File: config.mk
export PLATFORM = sky130hd
export DESIGN_NAME = mck_stop_ctrl
export DESIGN_NICKNAME = d
export VERILOG_FILES = /design/src/rtl/mck_pkg.sv /design/src/rtl/mck_rst_sync.sv /design/src/rtl/mck_stop_eval.sv /design/src/rtl/mck_cause_track.sv /design/src/rtl/mck_seq.sv /design/src/rtl/mck_stop_ctrl.sv
export SDC_FILE = /design/constraint.sdc
export NUM_CORES = 1
export LEC_CHECK = 0
export BUFFER_PORTS_ARGS = -buffer_cell sky130_fd_sc_hd__buf_2
export CAP_MARGIN = 20
export CORE_AREA = 2 2 39 41
export DETAILED_ROUTE_END_ITERATION = 7
export DIE_AREA = 0 0 41 43
export SYNTH_ARGS = -nofsm -noshare
export SYNTH_HDL_FRONTEND = slang
export SYNTH_SLANG_ARGS = --single-unit
export TNS_END_PERCENT = 100
File: constraint.sdc
create_clock -name clk -period 1.6 [get_ports clk]
set_input_delay 0.32 -clock clk [delete_from_list [all_inputs] [get_ports clk]]
set_output_delay 0.32 -clock clk [all_outputs]
set_load 0.1 [all_outputs]
File: src/rtl/mck_pkg.sv
package mck_pkg;

  typedef enum logic [2:0] {
    ST_RUN   = 3'd0,
    ST_ENTRY = 3'd1,
    ST_STORE = 3'd2,
    ST_FETCH = 3'd3,
    ST_STOP  = 3'd4
  } mck_state_e;

endpackage

File: src/rtl/mck_rst_sync.sv
module mck_rst_sync #(
  parameter int STAGES = 2
) (
  input  logic clk,
  input  logic rst_n,
  output logic rst_sync_n
);

  logic [STAGES-1:0] sync_q;

  always_ff @(posedge clk or negedge rst_n) begin
    if (!rst_n) begin
      sync_q <= '0;
    end else begin
      sync_q <= {sync_q[STAGES-2:0], 1'b1};
    end
  end

  assign rst_sync_n = sync_q[STAGES-1];

endmodule

File: src/rtl/mck_stop_eval.sv
module mck_stop_eval
  import mck_pkg::*;
#(
  parameter int KEY_W            = 2,
  parameter bit STOP_ON_UNMAPPED = 1'b1
) (
  input  mck_state_e       state,
  input  logic             cause_exig,
  input  logic             pend_exig,
  input  logic             mc_mask,
  input  logic             exig_det,
  input  logic             repr_det,
  input  logic             malf_unmapped,
  input  logic [KEY_W-1:0] key_stop_req,
  input  logic             code_store_err,
  input  logic             psw_fetch_err,
  output logic             stop_req,
  output logic             start_req,
  output logic             start_is_exig,
  output logic             defer_exig
);

  logic in_int;
  logic is_run;
  logic run_exig;
  logic key_hit;
  logic unm_hit;
  logic nest_hit;
  logic mask_hit;
  logic step_fail;

  assign is_run   = (state == ST_RUN);
  assign in_int   = (state == ST_ENTRY) || (state == ST_STORE) || (state == ST_FETCH);
  assign run_exig = exig_det | pend_exig;
  assign key_hit  = |key_stop_req;

  if (STOP_ON_UNMAPPED) begin : g_unm_stop
    assign unm_hit = malf_unmapped;
  end else begin : g_unm_ignore
    assign unm_hit = 1'b0;
  end

  assign mask_hit  = is_run & run_exig & ~mc_mask;
  assign nest_hit  = in_int & exig_det & cause_exig;
  assign step_fail = ((state == ST_STORE) & code_store_err) |
                     ((state == ST_FETCH) & psw_fetch_err);

  always_comb begin
    stop_req      = key_hit | unm_hit | mask_hit | nest_hit | step_fail;
    start_req     = is_run & mc_mask & (run_exig | repr_det) & ~stop_req;
    start_is_exig = run_exig;
    defer_exig    = in_int & exig_det & ~cause_exig & ~stop_req;
  end

endmodule

File: src/rtl/mck_cause_track.sv
module mck_cause_track (
  input  logic clk,
  input  logic rst_n,
  input  logic start_req,
  input  logic start_is_exig,
  input  logic defer_exig,
  output logic cause_exig_q,
  output logic pend_q
);

  logic cause_en;
  logic cause_d;
  logic pend_en;
  logic pend_d;

  always_comb begin
    cause_en = start_req;
    cause_d  = start_is_exig;
    pend_en  = defer_exig | (start_req & start_is_exig);
    pend_d   = defer_exig;
  end

  always_ff @(posedge clk or negedge rst_n) begin
    if (!rst_n) begin
      cause_exig_q <= 1'b0;
    end else if (cause_en) begin
      cause_exig_q <= cause_d;
    end
  end

  always_ff @(posedge clk or negedge rst_n) begin
    if (!rst_n) begin
      pend_q <= 1'b0;
    end else if (pend_en) begin
      pend_q <= pend_d;
    end
  end

endmodule

File: src/rtl/mck_seq.sv
module mck_seq
  import mck_pkg::*;
(
  input  logic       clk,
  input  logic       rst_n,
  input  logic       stop_req,
  input  logic       start_req,
  input  logic       code_store_done,
  input  logic       psw_fetch_done,
  output mck_state_e state_q,
  output logic       halt_q
);

  mck_state_e state_d;
  logic       halt_en;

  always_comb begin
    state_d = state_q;
    unique case (state_q)
      ST_RUN: begin
        if (stop_req)       state_d = ST_STOP;
        else if (start_req) state_d = ST_ENTRY;
      end
      ST_ENTRY: begin
        state_d = stop_req ? ST_STOP : ST_STORE;
      end
      ST_STORE: begin
        if (stop_req)             state_d = ST_STOP;
        else if (code_store_done) state_d = ST_FETCH;
      end
      ST_FETCH: begin
        if (stop_req)            state_d = ST_STOP;
        else if (psw_fetch_done) state_d = ST_RUN;
      end
      ST_STOP: state_d = ST_STOP;
      default: state_d = ST_STOP;
    endcase
  end

  assign halt_en = (state_d == ST_STOP) & ~halt_q;

  always_ff @(posedge clk or negedge rst_n) begin
    if (!rst_n) begin
      state_q <= ST_RUN;
    end else begin
      state_q <= state_d;
    end
  end

  always_ff @(posedge clk or negedge rst_n) begin
    if (!rst_n) begin
      halt_q <= 1'b0;
    end else if (halt_en) begin
      halt_q <= 1'b1;
    end
  end

endmodule

File: src/rtl/mck_stop_ctrl.sv
module mck_stop_ctrl
  import mck_pkg::*;
#(
  parameter int KEY_W            = 2,
  parameter bit STOP_ON_UNMAPPED = 1'b1,
  parameter int SYNC_STAGES      = 2
) (
  input  logic             clk,
  input  logic             rst_n,
  input  logic             mc_mask,
  input  logic             exig_det,
  input  logic             repr_det,
  input  logic             malf_unmapped,
  input  logic [KEY_W-1:0] key_stop_req,
  input  logic             code_store_done,
  input  logic             code_store_err,
  input  logic             psw_fetch_done,
  input  logic             psw_fetch_err,
  output logic             take_int,
  output logic             mc_busy,
  output logic             chkstop_ind,
  output logic             halt
);

  logic       rst_sync_n;
  mck_state_e state_q;
  logic       halt_q;
  logic       cause_exig_q;
  logic       pend_q;
  logic       stop_req;
  logic       start_req;
  logic       start_is_exig;
  logic       defer_exig;

  mck_rst_sync #(.STAGES(SYNC_STAGES)) i_rst_sync (
    .clk        (clk),
    .rst_n      (rst_n),
    .rst_sync_n (rst_sync_n)
  );

  mck_stop_eval #(
    .KEY_W            (KEY_W),
    .STOP_ON_UNMAPPED (STOP_ON_UNMAPPED)
  ) i_stop_eval (
    .state          (state_q),
    .cause_exig     (cause_exig_q),
    .pend_exig      (pend_q),
    .mc_mask        (mc_mask),
    .exig_det       (exig_det),
    .repr_det       (repr_det),
    .malf_unmapped  (malf_unmapped),
    .key_stop_req   (key_stop_req),
    .code_store_err (code_store_err),
    .psw_fetch_err  (psw_fetch_err),
    .stop_req       (stop_req),
    .start_req      (start_req),
    .start_is_exig  (start_is_exig),
    .defer_exig     (defer_exig)
  );

  mck_cause_track i_cause_track (
    .clk           (clk),
    .rst_n         (rst_sync_n),
    .start_req     (start_req),
    .start_is_exig (start_is_exig),
    .defer_exig    (defer_exig),
    .cause_exig_q  (cause_exig_q),
    .pend_q        (pend_q)
  );

  mck_seq i_seq (
    .clk             (clk),
    .rst_n           (rst_sync_n),
    .stop_req        (stop_req),
    .start_req       (start_req),
    .code_store_done (code_store_done),
    .psw_fetch_done  (psw_fetch_done),
    .state_q         (state_q),
    .halt_q          (halt_q)
  );

  assign take_int    = (state_q == ST_ENTRY);
  assign mc_busy     = (state_q == ST_ENTRY) || (state_q == ST_STORE) || (state_q == ST_FETCH);
  assign chkstop_ind = (state_q == ST_STOP);
  assign halt        = halt_q;

endmodule

==> results of run 1 <==
-- path summary, 6_finish.rpt --
path                                      start                    to  slack, ns  cells past startpoint
hold reg to reg            i_rst_sync.sync_q[1]      i_seq.state_q[0]       0.10                      0
min in group clk           i_rst_sync.sync_q[0]  i_rst_sync.sync_q[1]       0.35                      0
setup reg to reg               i_seq.state_q[1]          i_seq.halt_q     -0.003                      4
hold / removal             i_rst_sync.sync_q[1]      i_seq.state_q[0]       0.10                      0
setup / recovery               i_seq.state_q[1]          i_seq.halt_q     -0.003                      4
max in group asynchronous                 rst_n  i_rst_sync.sync_q[1]       1.14                      2
-- routing by layer --
| layer | global-route usage, % | up-vias | wire length [um] |
|---|---|---|---|
| li1 | - | 191 | - |
| met1 | 19.5 | 195 | 440 |
| met2 | 21.3 | 20 | 587 |
| met3 | 8.90 | 4 | 85 |
| met4 | 8.67 | 0 | 33 |
| met5 | 0 | - | 0 |
-- registers in the layout, summed over array words and instances, names as in the netlist --
| signal | cells |
|---|---|
| i_rst_sync.sync_q | 2 |
| i_cause_track.pend_q | 1 |
| i_seq.halt_q | 1 |
| i_cause_track.cause_exig_q | 1 |
| i_seq.state_q | 3 |
-- kinds of logic (layout without fill, tap and decap cells) --
group | count (synthesis) | in the layout | synth area share [%]
AO/OA/AOI/OAI | 7 | 7 | 17.1
other | 1 | 1 | 0.897
AND/OR/NAND/NOR | 19 | 19 | 30.5
multiplexers | 1 | 1 | 2.69
flip-flops | 8 | 8 | 47.9
buffers and inverters | 1 | 26 | 0.897
-- layout make-up --
cell class | count | share of cell area, %
clock buffers | 3 | 3.33
well taps | 16 | 2.96
flip-flops and latches | 8 | 29.9
multi-input cells | 28 | 36.8
repair buffers | 23 | 27.0
-- cell usage in the layout (no fill, tap or decap), drive strengths merged --
master / n
o211ai: 1
or3: 2
or2: 1
conb: 1
clkbuf: 3
nor2: 3
o2bb2ai: 1
nand2: 2
a32oi: 1
a21oi: 1
nor3: 1
nor3b: 3
and3: 1
and2: 1
mux2: 1
nand3: 1
buf: 22
o31ai: 1
dlygate4sd3: 1
a22o: 1
or3b: 1
or4: 1
o311ai: 1
dfrtp: 8
nor4b: 2
-- where the power goes --
part	internal (W)	switching [W]	total, W	leakage (nW)
Sequential	0.000206	0.00000437	0.000210	0.0930
Clock	0.0000864	0.0000759	0.000162	0.0138
Combinational	0.0000158	0.0000143	0.0000301	0.161
Total	0.000308	0.0000945	0.000403	0.268
-- per-stage QoR --
step,hold WS (ns),cells,TNS [ns],total power [W],utilization [%]
2_1_floorplan,0.0244,37,-0.187,0.000221,-
3_3_place_gp,0.106,71,0,0.000240,43.6
3_5_place_dp,0.104,71,0,0.000241,43.6
4_1_cts,0.112,76,0,0.000402,47.2
5_1_grt,0.147,78,-0.0363,0.000423,48.9
6_report,0.104,78,-0.00262,0.000403,48.9
-- timing repair --
action,4_1_cts,5_1_grt
setup endpoints to repair,3,5
resized for setup,4,2
pin swaps,0,2
setup buffers,1,2
hold endpoints to repair,2,0
hold buffers,1,0
==> metrics.txt, run 1 <==
leading post-synthesis cells by instance count sky130_fd_sc_hd__dfrtp_1 (8), sky130_fd_sc_hd__nor2_1 (3), sky130_fd_sc_hd__nor3b_1 (3), sky130_fd_sc_hd__nand2_1 (2), sky130_fd_sc_hd__or3_1 (2); clock buffers created by TritonCTS 3; Placement Rows 14; total count of hold-check failures in the final report 0; Routed WL per cell around 15 um; Ports 16; number of unique standard cell types used by synthesis 24; top cells by area, synth sky130_fd_sc_hd__dfrtp_1 (48%), sky130_fd_sc_hd__nor3b_1 (5.4%), sky130_fd_sc_hd__a21oi_4 (3.9%); clock tree from TritonCTS built; most instantiated flip-flop cell in the synthesis netlist sky130_fd_sc_hd__dfrtp_1; area used by multi-input combinational logic around 250 um^2; kind of start point of the critical path flip-flop; Num Clock Sinks 8; Top Family by Delay on Critical Path compound AO/OA/AOI/OAI gates; area growth from synthesis to layout 62.0%; share of flip-flops with an asynchronous set or reset 100%; clock slew at the register clock pins of the worst setup and hold paths approximately 0.060 ns; run status finished with violations; clock skew after layout 0.00482 ns; post-synthesis average cell area 11.3 um^2; Antenna Cells 0; RSZ-0062 raised after global routing yes; horizontal extent of the die a little over 40 um; worst setup slack after placement roughly 0.027 ns; Post-Place Cell Area 603 um^2; count of nets after finishing 76; First-pass DRT Iterations 5; first-pass GRT wire length ~1800 um; half-perimeter wire length after placement roughly 800 um; power density relative to cell area 595 nW/um^2; type of the worst setup path flip-flop to flip-flop; type of the worst min-delay path flip-flop to asynchronous set/reset pin; number of enable-type register cells in the synthesized netlist 0; total of flip-flops plus latches after synthesis 8; post-route clock period utilization 100%; most frequent cell after synthesis sky130_fd_sc_hd__dfrtp_1; Post-Synthesis Cells 37; count of port buffers added during placement 15; yosys warns 0; Die ar. between 1500 and 2000 um^2; leading area contributor after synthesis sky130_fd_sc_hd__dfrtp_1; number of nets in the synthesized netlist just under 50; overflow left after global routing 0; fraction of layout instances using a drive strength above 1 between 50% and 60%; worst endpoint required time 1.73 ns; cell area after technology mapping 418 um^2; minimum period implied by the final worst setup slack between 1.5 and 2 ns; number of global-route vias before repair between 400 and 500; y dimension of the die 43 um; initial DRC count 7; clock root buffer sky130_fd_sc_hd__clkbuf_4; Worst-Skew Late Latency around 0.26 ns; final weighted congestion of routability-driven global placement between 0.7 and 0.8; achievable clock frequency ~0.62 GHz; sequential cell area 203 um^2; mean number of vias per cell 5.26; highest-delay cell along the critical path sky130_fd_sc_hd__dfrtp_2; number of DRC violations after detailed routing 0; total vias in the final route 410; worst-case clock buffer depth 2; Seq/Total Area, Yosys roughly 48%; crit path setup slack, layout -0.00262 ns; failing checks negative setup slack; final antenna-violating net count 0; cell chain of the critical path buf_4 > o211ai_1 > o31ai_4 > or3b_1; CP Buf/Inv Count 1; antenna violations before repair 0; Tot GR Track Use between 10% and 20%; Largest stage delay, worst path about 0.43 ns; portion of synthesized cell area occupied by the leading cell type between 40% and 50%; pin count of the biggest net entering global routing 10; setup-violating endpoint count in the final report 1; Initial Util 30.2%; reported max-cap violation count 0; cell area after layout a little under 700 um^2; Core Box Area approximately 1400 um^2; critical path capture point type flip-flop; critical path arrival ~1.7 ns; Critical Path Fanout Max 6; leak pwr 0.268 nW; number of pins exceeding their max-slew limit in the final report 0; total detailed-routing wirelength 1150 um; H-Tree Level Count 1; Layout fillers approximately 120; Worst IR Drop VDD ~430 uV
No activity file was read; power rests on OpenSTA's default activity.
==> run 2: changes to the inputs <==
--- a/config.mk
+++ b/config.mk
@@ -10,6 +10,7 @@
 export CORE_AREA = 2 2 39 41
 export DETAILED_ROUTE_END_ITERATION = 7
 export DIE_AREA = 0 0 41 43
+export SETUP_SLACK_MARGIN = 0.3
 export SYNTH_ARGS = -nofsm -noshare
 export SYNTH_HDL_FRONTEND = slang
 export SYNTH_SLANG_ARGS = --single-unit
==> constraint.sdc (replaced) <==
create_clock -name clk -period 2.05 [get_ports clk]
set_input_delay 0.41 -clock clk [delete_from_list [all_inputs] [get_ports clk]]
set_output_delay 0.41 -clock clk [all_outputs]
set_load 0.1 [all_outputs]
==> run 2 against run 1 <==
Compared with the run above:
- the flow now finishes without violations
- sequential cell count is the same
- clock power shrank 27%
- register-to-register slack gained 0.36 ns
- cell count shrank 9.0%
- total power shrank 24%
- cell area shrank 13%
- critical endpoint is now chkstop_ind
==> metrics.txt, run 2 (synthesized netlist as in run 1, its figures left out) <==
y dimension of the die 43 um (unchanged); total vias in the final route 358 (-13%); clock slew at the register clock pins of the worst setup and hold paths 0.06 ns (about the same); Ports 16 (unchanged); Tot GR Track Use 13.5% (-2.4 points); setup-violating endpoint count in the final report 0 (-1); Num Clock Sinks 8 (unchanged); worst endpoint required time 1.64 ns (-0.09 ns); number of buffers added for setup after CTS 0 (-1); Die ar. 1760 um^2 (unchanged); First-pass DRT Iterations 4 (-1); total count of hold-check failures in the final report 0 (unchanged); clock root buffer sky130_fd_sc_hd__clkbuf_4; Critical Path Fanout Max 8 (+2); initial DRC count 6 (-1); clock tree from TritonCTS built; horizontal extent of the die 41 um (unchanged); count of nets after finishing 69 (-9.2%); H-Tree Level Count 1 (unchanged); final antenna-violating net count 0 (unchanged); number of global-route vias before repair 351 (-14%); kind of start point of the critical path flip-flop; Worst-Skew Late Latency 0.25 ns (about the same); biggest regs i_seq.state_q x3, i_rst_sync.sync_q x2; count of port buffers added during placement 15 (unchanged); crit path setup slack, layout 0.332 ns (+0.335 ns); run status finished, final reports clean; total detailed-routing wirelength 948 um (-17%); antenna violations before repair 0 (unchanged); overflow left after global routing 0 (unchanged); final weighted congestion of routability-driven global placement 0.785 (+2.6%); Worst IR Drop VDD 316 uV (-27%); highest routing layer actually used met4; met2 layer wire length in the routed design 420 um (-28%); fraction of the core area covered by cells at the end of the flow 42.8% (-6.1 points); first-pass GRT wire length 1500 um (-16%); achievable clock frequency roughly 0.58 GHz; Most flops, register i_seq.state_q; area growth from synthesis to layout 41.6%; fraction of layout instances using a drive strength above 1 56.4% (-3.3 points); Core Box Area 1380 um^2 (unchanged); critical path arrival 1.31 ns (-0.42 ns); pin count of the biggest net entering global routing 10 (unchanged); clock skew after layout 0.00569 ns (+0.000873 ns); highest-delay cell along the critical path sky130_fd_sc_hd__dfrtp_2; setup TNS 0 ns (+0.00262 ns); mean number of vias per cell 5.04 (-4.1%); reported max-cap violation count 0 (unchanged); worst-case clock buffer depth 2 (unchanged); slew at the pin closest to its max-slew limit between 0.6 and 0.7 ns; met1 routed wirelength after detailed routing 467 um (+6.1%); type of the worst min-delay path flip-flop to asynchronous set/reset pin; Worst slew margin between 50 and 60%; half-perimeter wire length after placement 736 um (-8.1%); clock buffers created by TritonCTS 3 (unchanged); leak pwr 0.227 nW (-15%); final hold slack 0.101 ns (-0.00244 ns); max reg flops 3 (unchanged); number of DRC violations after detailed routing 0 (unchanged); commonest cells after routing, fill and taps aside sky130_fd_sc_hd__buf_2 (12), sky130_fd_sc_hd__dfrtp_1 (5), sky130_fd_sc_hd__clkbuf_4 (3), sky130_fd_sc_hd__dfrtp_2 (3); Antenna Cells 0 (unchanged); minimum period implied by the final worst setup slack 1.72 ns; post-route clock period utilization a little over four fifths; Initial Util 30.2% (unchanged); RSZ-0062 raised after global routing yes; WL met3 46 um (-46%); most common library cell in the layout ignoring fill and taps sky130_fd_sc_hd__buf_2; cell chain of the critical path nor2_4 > and2_2 > buf_12; Placement Rows 14 (unchanged); critical path capture point type primary output; type of the worst setup path flip-flop to primary output; worst setup slack after placement 0.330 ns (+0.302 ns); number of pins exceeding their max-slew limit in the final report 0 (unchanged); Routed WL per cell 13.4 um (-9.2%); power density relative to cell area 514 nW/um^2 (-14%); Largest stage delay, worst path 0.49 ns (+0.06 ns)
run 2: cell types whose count changed in the layout (fill, tap and decap cells not counted), sizes merged:
cell,delta
buf,-7
run 2: path summary, 6_finish.rpt:
path / start / end / slack, ns / depth (start not counted)
setup / recovery: i_seq.state_q[1] / chkstop_ind / 0.33 / 3
hold / removal: i_rst_sync.sync_q[1] / i_seq.halt_q / 0.10 / 0
setup reg to reg: i_seq.state_q[2] / i_seq.halt_q / 0.36 / 3
hold reg to reg: i_rst_sync.sync_q[1] / i_seq.halt_q / 0.10 / 0
max in group asynchronous: rst_n / i_rst_sync.sync_q[0] / 1.49 / 2
min in group clk: i_rst_sync.sync_q[0] / i_rst_sync.sync_q[1] / 0.34 / 0
run 2: what timing repair did:
item                                    CTS  global route
pin swaps                                 0             0
endpoints found under the setup margin    3             4
hold endpoints to repair                  2             0
resized for setup                         3             4
hold buffers                              1             0
run 2: stage by stage:
step / instance area (um^2) / std cells / power, W
after floorplan: 437 / 37 / 0.000172
after global placement: 543 / 67 / 0.000187
after detailed placement: 543 / 67 / 0.000187
after CTS: 583 / 71 / 0.000311
after global routing: 592 / 71 / 0.000327
final: 592 / 71 / 0.000304
run 2: worst max-delay path: cells and delay by family, from the launching register on:
kind,cells,cell delay [ns]
and+or+nand+nor,2,0.39
DFF,1,0.49
buffers and inverters,1,0.17
run 2: final cells by class:
class                           instances  area, um^2
Multi-Input combinational cell         28         240
Fill cell                             139         792
Timing Repair Buffer                   16         105
Sequential cell                         8         204
Tap cell                               16        20.0
Clock buffer                            3        22.5
run 2: per-layer routing:
metal	up-vias	GRT usage (%)
li1	178	-
met1	170	17.0
met2	8	18.1
met3	2	7.85
met4	0	6.00
met5	-	0
run 2: report_power, final:
group	internal, W	switching (W)	total (W)
registers	0.000161	0.00000324	0.000164
logic	0.0000123	0.00000925	0.0000215
clock network	0.0000669	0.0000518	0.000119
total	0.000240	0.0000643	0.000304
